$ cat src/rtl/ts_timer_pkg.sv
package ts_timer_pkg;
   localparam int unsigned SRC_W    = 8;
   localparam int unsigned HOLD_BIT = 8;
   localparam logic [SRC_W-1:0] SRC_NS = 8'd0;
   localparam logic [SRC_W-1:0] SRC_US = 8'd1;
   localparam logic [SRC_W-1:0] SRC_MS = 8'd2;

   typedef struct packed {
      logic             hold;
      logic [SRC_W-1:0] src;
   } ts_cfg_t;
endpackage

$ cat src/rtl/ts_tick_gen.sv
module ts_tick_gen #(
   parameter int unsigned US_CYCLES = 50,
   parameter int unsigned MS_PER_US = 1000
) (
   input  logic clk,
   input  logic rst_n,
   input  logic restart,
   output logic us_tick,
   output logic ms_tick
);
   localparam int unsigned CW = $clog2(US_CYCLES > 1 ? US_CYCLES : 2);
   localparam int unsigned UW = $clog2(MS_PER_US > 1 ? MS_PER_US : 2);
   localparam logic [CW-1:0] C_LAST = CW'(US_CYCLES - 1);
   localparam logic [UW-1:0] U_LAST = UW'(MS_PER_US - 1);

   logic [CW-1:0] cyc_q;

   assign us_tick = (cyc_q == C_LAST) && !restart;

   always_ff @(posedge clk) begin
      if (!rst_n || restart) cyc_q <= '0;
      else if (cyc_q == C_LAST) cyc_q <= '0;
      else cyc_q <= cyc_q + CW'(1);
   end

   generate
      if (MS_PER_US == 1) begin : g_ms_direct
         assign ms_tick = us_tick;
      end else begin : g_ms_div
         logic [UW-1:0] us_q;
         always_ff @(posedge clk) begin
            if (!rst_n || restart) us_q <= '0;
            else if (us_tick) us_q <= (us_q == U_LAST) ? '0 : us_q + UW'(1);
         end
         assign ms_tick = us_tick && (us_q == U_LAST);
      end
   endgenerate
endmodule

$ cat src/rtl/ts_count_core.sv
module ts_count_core
   import ts_timer_pkg::*;
#(
   parameter int unsigned CNT_W   = 32,
   parameter int unsigned NS_STEP = 20
) (
   input  logic             clk,
   input  logic             rst_n,
   input  logic             clear,
   input  logic [SRC_W-1:0] src,
   input  logic             us_tick,
   input  logic             ms_tick,
   output logic [CNT_W-1:0] count
);
   logic [CNT_W-1:0] inc;

   always_comb begin
      case (src)
         SRC_NS:  inc = CNT_W'(NS_STEP);
         SRC_US:  inc = CNT_W'(us_tick);
         SRC_MS:  inc = CNT_W'(ms_tick);
         default: inc = '0;
      endcase
   end

   always_ff @(posedge clk) begin
      if (!rst_n || clear) count <= '0;
      else count <= count + inc;
   end
endmodule

$ cat src/rtl/ts_bus_regs.sv
module ts_bus_regs
   import ts_timer_pkg::*;
#(
   parameter int unsigned ADDR_W  = 12,
   parameter logic [ADDR_W-1:0] CFG_OFS = 12'h600,
   parameter logic [ADDR_W-1:0] CNT_OFS = 12'h602,
   parameter int unsigned CNT_W   = 32,
   parameter bit          RD_REG  = 1'b1
) (
   input  logic              clk,
   input  logic              rst_n,
   input  logic [ADDR_W-1:0] bus_addr,
   input  logic              bus_wr,
   input  logic [31:0]       bus_wdata,
   input  logic              bus_rd,
   output logic [31:0]       bus_rdata,
   input  logic [CNT_W-1:0]  count,
   output logic [SRC_W-1:0]  src_q,
   output logic              hold_q,
   output logic              restart,
   output logic              clear
);
   ts_cfg_t   wr_cfg;
   logic      cfg_wr;
   logic      unused_wbits;
   logic [31:0] rd_mux;

   assign wr_cfg       = ts_cfg_t'(bus_wdata[HOLD_BIT:0]);
   assign unused_wbits = ^bus_wdata[31:HOLD_BIT+1];
   assign cfg_wr       = bus_wr && (bus_addr == CFG_OFS);

   always_ff @(posedge clk) begin
      if (!rst_n) begin
         src_q  <= SRC_NS;
         hold_q <= 1'b0;
      end else if (cfg_wr) begin
         src_q  <= wr_cfg.src;
         hold_q <= wr_cfg.hold;
      end
   end

   assign clear   = hold_q || (cfg_wr && wr_cfg.hold);
   assign restart = clear || (cfg_wr && (wr_cfg.src != src_q));

   always_comb begin
      if (bus_addr == CFG_OFS)      rd_mux = 32'({hold_q, src_q});
      else if (bus_addr == CNT_OFS) rd_mux = 32'(count);
      else                          rd_mux = '0;
   end

   generate
      if (RD_REG) begin : g_rd_reg
         always_ff @(posedge clk) begin
            if (!rst_n) bus_rdata <= '0;
            else if (bus_rd) bus_rdata <= rd_mux;
         end
      end else begin : g_rd_comb
         assign bus_rdata = bus_rd ? rd_mux : '0;
      end
   endgenerate
endmodule

$ cat src/rtl/ts_timer.sv
module ts_timer
   import ts_timer_pkg::*;
#(
   parameter int unsigned ADDR_W    = 12,
   parameter logic [ADDR_W-1:0] CFG_OFS = 12'h600,
   parameter logic [ADDR_W-1:0] CNT_OFS = 12'h602,
   parameter int unsigned CNT_W     = 32,
   parameter int unsigned NS_STEP   = 20,
   parameter int unsigned US_CYCLES = 50,
   parameter int unsigned MS_PER_US = 1000,
   parameter bit          RD_REG    = 1'b1
) (
   input  logic              clk,
   input  logic              rst_n,
   input  logic [ADDR_W-1:0] bus_addr,
   input  logic              bus_wr,
   input  logic [31:0]       bus_wdata,
   input  logic              bus_rd,
   output logic [31:0]       bus_rdata
);
   generate
      if (CNT_W < 1 || CNT_W > 32) begin : g_bad_cnt_w
         $error("ts_timer: CNT_W must be 1..32");
      end
      if (US_CYCLES < 1 || MS_PER_US < 1) begin : g_bad_div
         $error("ts_timer: prescaler divisors must be at least 1");
      end
      if (CFG_OFS == CNT_OFS) begin : g_bad_map
         $error("ts_timer: register offsets collide");
      end
   endgenerate

   logic [SRC_W-1:0] src_q;
   logic             hold_q;
   logic             restart_w;
   logic             clr_w;
   logic             us_tick;
   logic             ms_tick;
   logic [CNT_W-1:0] count_q;

   ts_bus_regs #(
      .ADDR_W(ADDR_W), .CFG_OFS(CFG_OFS), .CNT_OFS(CNT_OFS),
      .CNT_W(CNT_W), .RD_REG(RD_REG)
   ) u_regs (
      .clk(clk), .rst_n(rst_n), .bus_addr(bus_addr), .bus_wr(bus_wr),
      .bus_wdata(bus_wdata), .bus_rd(bus_rd), .bus_rdata(bus_rdata),
      .count(count_q), .src_q(src_q), .hold_q(hold_q),
      .restart(restart_w), .clear(clr_w)
   );

   ts_tick_gen #(.US_CYCLES(US_CYCLES), .MS_PER_US(MS_PER_US)) u_tick (
      .clk(clk), .rst_n(rst_n), .restart(restart_w),
      .us_tick(us_tick), .ms_tick(ms_tick)
   );

   ts_count_core #(.CNT_W(CNT_W), .NS_STEP(NS_STEP)) u_core (
      .clk(clk), .rst_n(rst_n), .clear(clr_w), .src(src_q),
      .us_tick(us_tick), .ms_tick(ms_tick), .count(count_q)
   );
endmodule

$ cat config.mk
export PLATFORM = sky130hd
export DESIGN_NAME = ts_timer
export DESIGN_NICKNAME = d
export VERILOG_FILES = /design/src/rtl/ts_timer_pkg.sv /design/src/rtl/ts_tick_gen.sv /design/src/rtl/ts_count_core.sv /design/src/rtl/ts_bus_regs.sv /design/src/rtl/ts_timer.sv
export SDC_FILE = /design/constraint.sdc
export NUM_CORES = 1
export LEC_CHECK = 0
export BUFFER_PORTS_ARGS = -buffer_cell sky130_fd_sc_hd__buf_2
export CAP_MARGIN = 15
export CORE_UTILIZATION = 40
export DETAILED_ROUTE_END_ITERATION = 10
export PLACE_DENSITY = 0.59
export SLEW_MARGIN = 20
export SYNTH_ARGS = -nofsm -noshare
export SYNTH_HDL_FRONTEND = slang
export SYNTH_SLANG_ARGS = --single-unit
$ cat constraint.sdc
create_clock -name clk -period 3.25 [get_ports clk]
set_input_delay 0.975 -clock clk [delete_from_list [all_inputs] [get_ports clk]]
set_output_delay 0.975 -clock clk [all_outputs]
set_load 0.005 [all_outputs]
==> results.yml <==
drt:
  ant_nets: 0
  drt-pass1-iter-count: 5
  detail_route.drc_violations: 0
  wl_per_cell_um: 13.1
  finalWirelength_um: 8540
  num_vias: 3352
  drt_iter0_markers: 128
  routed_via_density: 5.13
min_path:
  min_to: "u_regs.bus_rdata[22]"
  worst_hold_startpoint: "u_regs.bus_rdata[22]"
  hold_path.class: "reg2reg"
  min_path_cells: 2
power:
  leakagePower_nw: 1.85
  totalPowerFinal_mw: 2.13
  power.density_cell_area_mw_per_mm2: 440
  ir_worst_vdd_mv: 0.320
sta:
  fin_crit_sh_pct: 94.1
  worst_slew_pin_slew_ns: 0.872
  rsz_0062_raised_after_global_routing: "yes"
  final.setup_skew_ns: 0.0100
  clock.fmax_ghz: 0.327
  final.min_clock_period_ns: 3.06
  slew_violations: 0
  report.final.setup_viol: 0
  final.setup.tns_ns: 0
  timing.final.hold_violations: 0
  timing.slew.headroom_pct: 41.9
cells_and_area:
  final_layout_size_suffix_gt1_share_pct: 20.6
  finish.utilization_pct: 49.3
  insertedDiodeCount: 0
  layout-area-overhead-vs-synth_pct: 18.5
  final_nets: 570
  design_area_mm2: 0.00484
  filler_cell_count: 981
  post_layout_nonfiller_instances: 653
yosys:
  syn_nets: 514
  synth_area_per_cell_um2: 8.90
  synth-edff-count: 0
  synth-async-reset-ratio_pct: 0
  synth.cell_area_mm2: 0.00409
  synth.ff_latch_count: 89
  synth.yosys.warnings: 0
  synth.lib_cells_used.distinct: 49
  synth_flop_cell: "dfxtp_1"
  seq_area_frac_synth_pct: 43.6
  syn-instance-count: 459
run_status:
  run_status: "finished clean"
cts:
  tritoncts: "built"
  cts.clk_slew.worst_paths_ns: 0.09
  insertion_delay_ns: 0.35
  postCtsHoldBufs: 0
  cts_inserted_buffers: 9
  root_buffer: "clkbuf_8"
  tritoncts_sink_count: 89
  htree_levels: 3
  post_cts.repair.setup_buffers: 0
  cts_repair_resize_count: 0
  clock_path_buffers: 2
setup_path:
  reg2regPathDepth: 13
  worstSetupPathType: "in2reg"
  crit_path_start_kind: "input pin"
  required_ns: 3.49
  startpoint: "bus_wdata[5]"
  regToRegSetupSlack_ns: 0.25
  regToRegEndpoint: "u_core.count[30]"
  endpoint_kind: "flop"
  cp_data_arrival_time_ns: 3.30
  worst_r2r_startpoint: "u_tick.g_ms_div.us_q[3]"
  worstPathMaxFanout: 10
place:
  place_hpwl_um: 5920
  place_congestion: 0.830
  dp_cells: 637
  postPlaceCellArea_mm2: 0.00454
  port_buffers: 56
floorplan:
  die_height_um: 103
  num_io_pins: 80
  floorplan.rows: 36
  die_w_um: 103
  floorplan.initialDensity_pct: 41.6
  core_region_area_mm2: 0.00982
  die-area_mm2: 0.0106
global_route:
  antenna_found_initial: 0
  maximum_number_of_pins_on_one_net_before_global_route_repair: 64
  gr-usage-all-layers_pct: 17.1
  grt_pass1_wl_um: 14400
  first_global_vias: 3060
  grt-ovfl-total: 0
run:
  timing.max_cap.violations: 0
-- stage by stage --
stage / setup slack, ns / hold slack [ns]
6_report: 0.191 / 0.464
2_1_floorplan: 0.0239 / 0.452
3_3_place_gp: -0.188 / 0.450
5_1_grt: -0.0104 / 0.480
4_1_cts: 0.114 / 0.469
3_5_place_dp: -0.241 / 0.454
-- power by group --
part | total, mW | internal [mW] | switching [mW]
Sequential | 1.12 | 1.11 | 0.0161
Clock | 0.882 | 0.496 | 0.385
Combinational | 0.129 | 0.0582 | 0.0712
-- cell usage after synthesis, types with 2 or more instances --
master / instances / area (um2)
a21boi_1: 23 / 173
buf_2: 7 / 35.0
nor4_1: 12 / 75.1
xor2_1: 10 / 87.6
xnor2_1: 34 / 298
a21oi_1: 16 / 80.1
o22ai_1: 2 / 12.5
or3_1: 2 / 12.5
nand2b_1: 23 / 144
nand2_1: 19 / 71.3
nand4_1: 8 / 50.1
nor4b_1: 2 / 17.5
dfxtp_1: 89 / 1780
a31oi_1: 3 / 18.8
nand3_1: 36 / 180
inv_1: 6 / 22.5
nor3_1: 17 / 85.1
buf_1: 2 / 7.51
nor2b_1: 13 / 81.3
nor3b_1: 2 / 15.0
a21o_1: 2 / 15.0
mux2i_1: 9 / 90.1
ha_1: 7 / 87.6
nor2_1: 47 / 176
and4_1: 3 / 26.3
a22oi_1: 9 / 67.6
and2_1: 3 / 18.8
nor4_2: 2 / 25.0
clkbuf_1: 16 / 60.1
o21ai_0: 12 / 60.1
and3_1: 5 / 31.3
-- state kept, by name, summed over array words and instances (netlist names) --
signal	count
u_tick.cyc_q	6
u_regs.hold_q	1
u_regs.src_q	8
u_regs.bus_rdata	32
u_core.count	32
u_tick.g_ms_div.us_q	10
-- layout by cell type (no fill, tap or decap), types with 5 or more instances in the layout --
cell type | Yosys | layout
a21boi_1 | 23 | 23
a21oi_1 | 16 | 16
a22oi_1 | 9 | 9
and3_1 | 5 | 5
buf_2 | 7 | 56
buf_4 | 1 | 16
clkbuf_8 | 0 | 12
dfxtp_1 | 89 | 89
ha_1 | 7 | 7
inv_1 | 6 | 6
mux2i_1 | 9 | 9
nand2_1 | 19 | 19
nand2b_1 | 23 | 23
nand3_1 | 36 | 36
nand4_1 | 8 | 8
nor2_1 | 47 | 47
nor2b_1 | 13 | 13
nor3_1 | 17 | 17
nor4_1 | 12 | 5
nor4_2 | 2 | 9
o21ai_0 | 12 | 12
xnor2_1 | 34 | 34
xor2_1 | 10 | 10
-- layer usage --
metal	vias to the layer above	global-route usage, %	wire [um]
met3	15	4.27	261
met2	47	29.1	4040
met1	1573	21.5	4080
met4	0	4.98	147
met5	-	0	0
li1	1717	-	-
-- area by class of cell --
cell class	count	area [um2]	share of cell area, %
inverters	6	22.5	0.465
well taps	133	166	3.44
repair buffers	72	400	8.27
clock inverters	4	73.8	1.52
clock buffers	12	165	3.41
flip-flops and latches	89	1780	36.8
multi-input cells	337	2230	46.1
-- worst max path at each step --
stage | endpoint | slack [ns] | depth (start not counted)
after global routing | u_core.count[30] | -0.01 | 14
after global placement | u_core.count[16] | -0.19 | 14
after floorplan | u_core.count[24] | 0.02 | 13
final | u_core.count[30] | 0.19 | 14
after detailed placement | u_core.count[16] | -0.24 | 14
after CTS | u_core.count[14] | 0.11 | 14
-- worst max-delay path, stage by stage --
cell,delay (ns)
buf_2,0.11
xnor2_1,0.12
nand3_1,0.11
nor4_2,0.30
o22ai_1,0.11
nor3_1,0.16
ha_1,0.20
ha_1,0.18
a21o_1,0.16
a31oi_2,0.10
buf_4,0.21
nor4_2,0.33
xnor2_1,0.17
nor2_1,0.05
-- cell families after synthesis --
kind of cell | Yosys count | synth area share [%]
XOR/XNOR | 44 | 9.43
buffers and inverters | 33 | 3.52
adder cells (fa/ha/maj) | 7 | 2.14
flip-flops | 89 | 43.6
AND/OR/NAND/NOR | 204 | 27.4
AO/OA/AOI/OAI | 73 | 11.7
multiplexers | 9 | 2.20
Power figures use the tool's default switching activity.
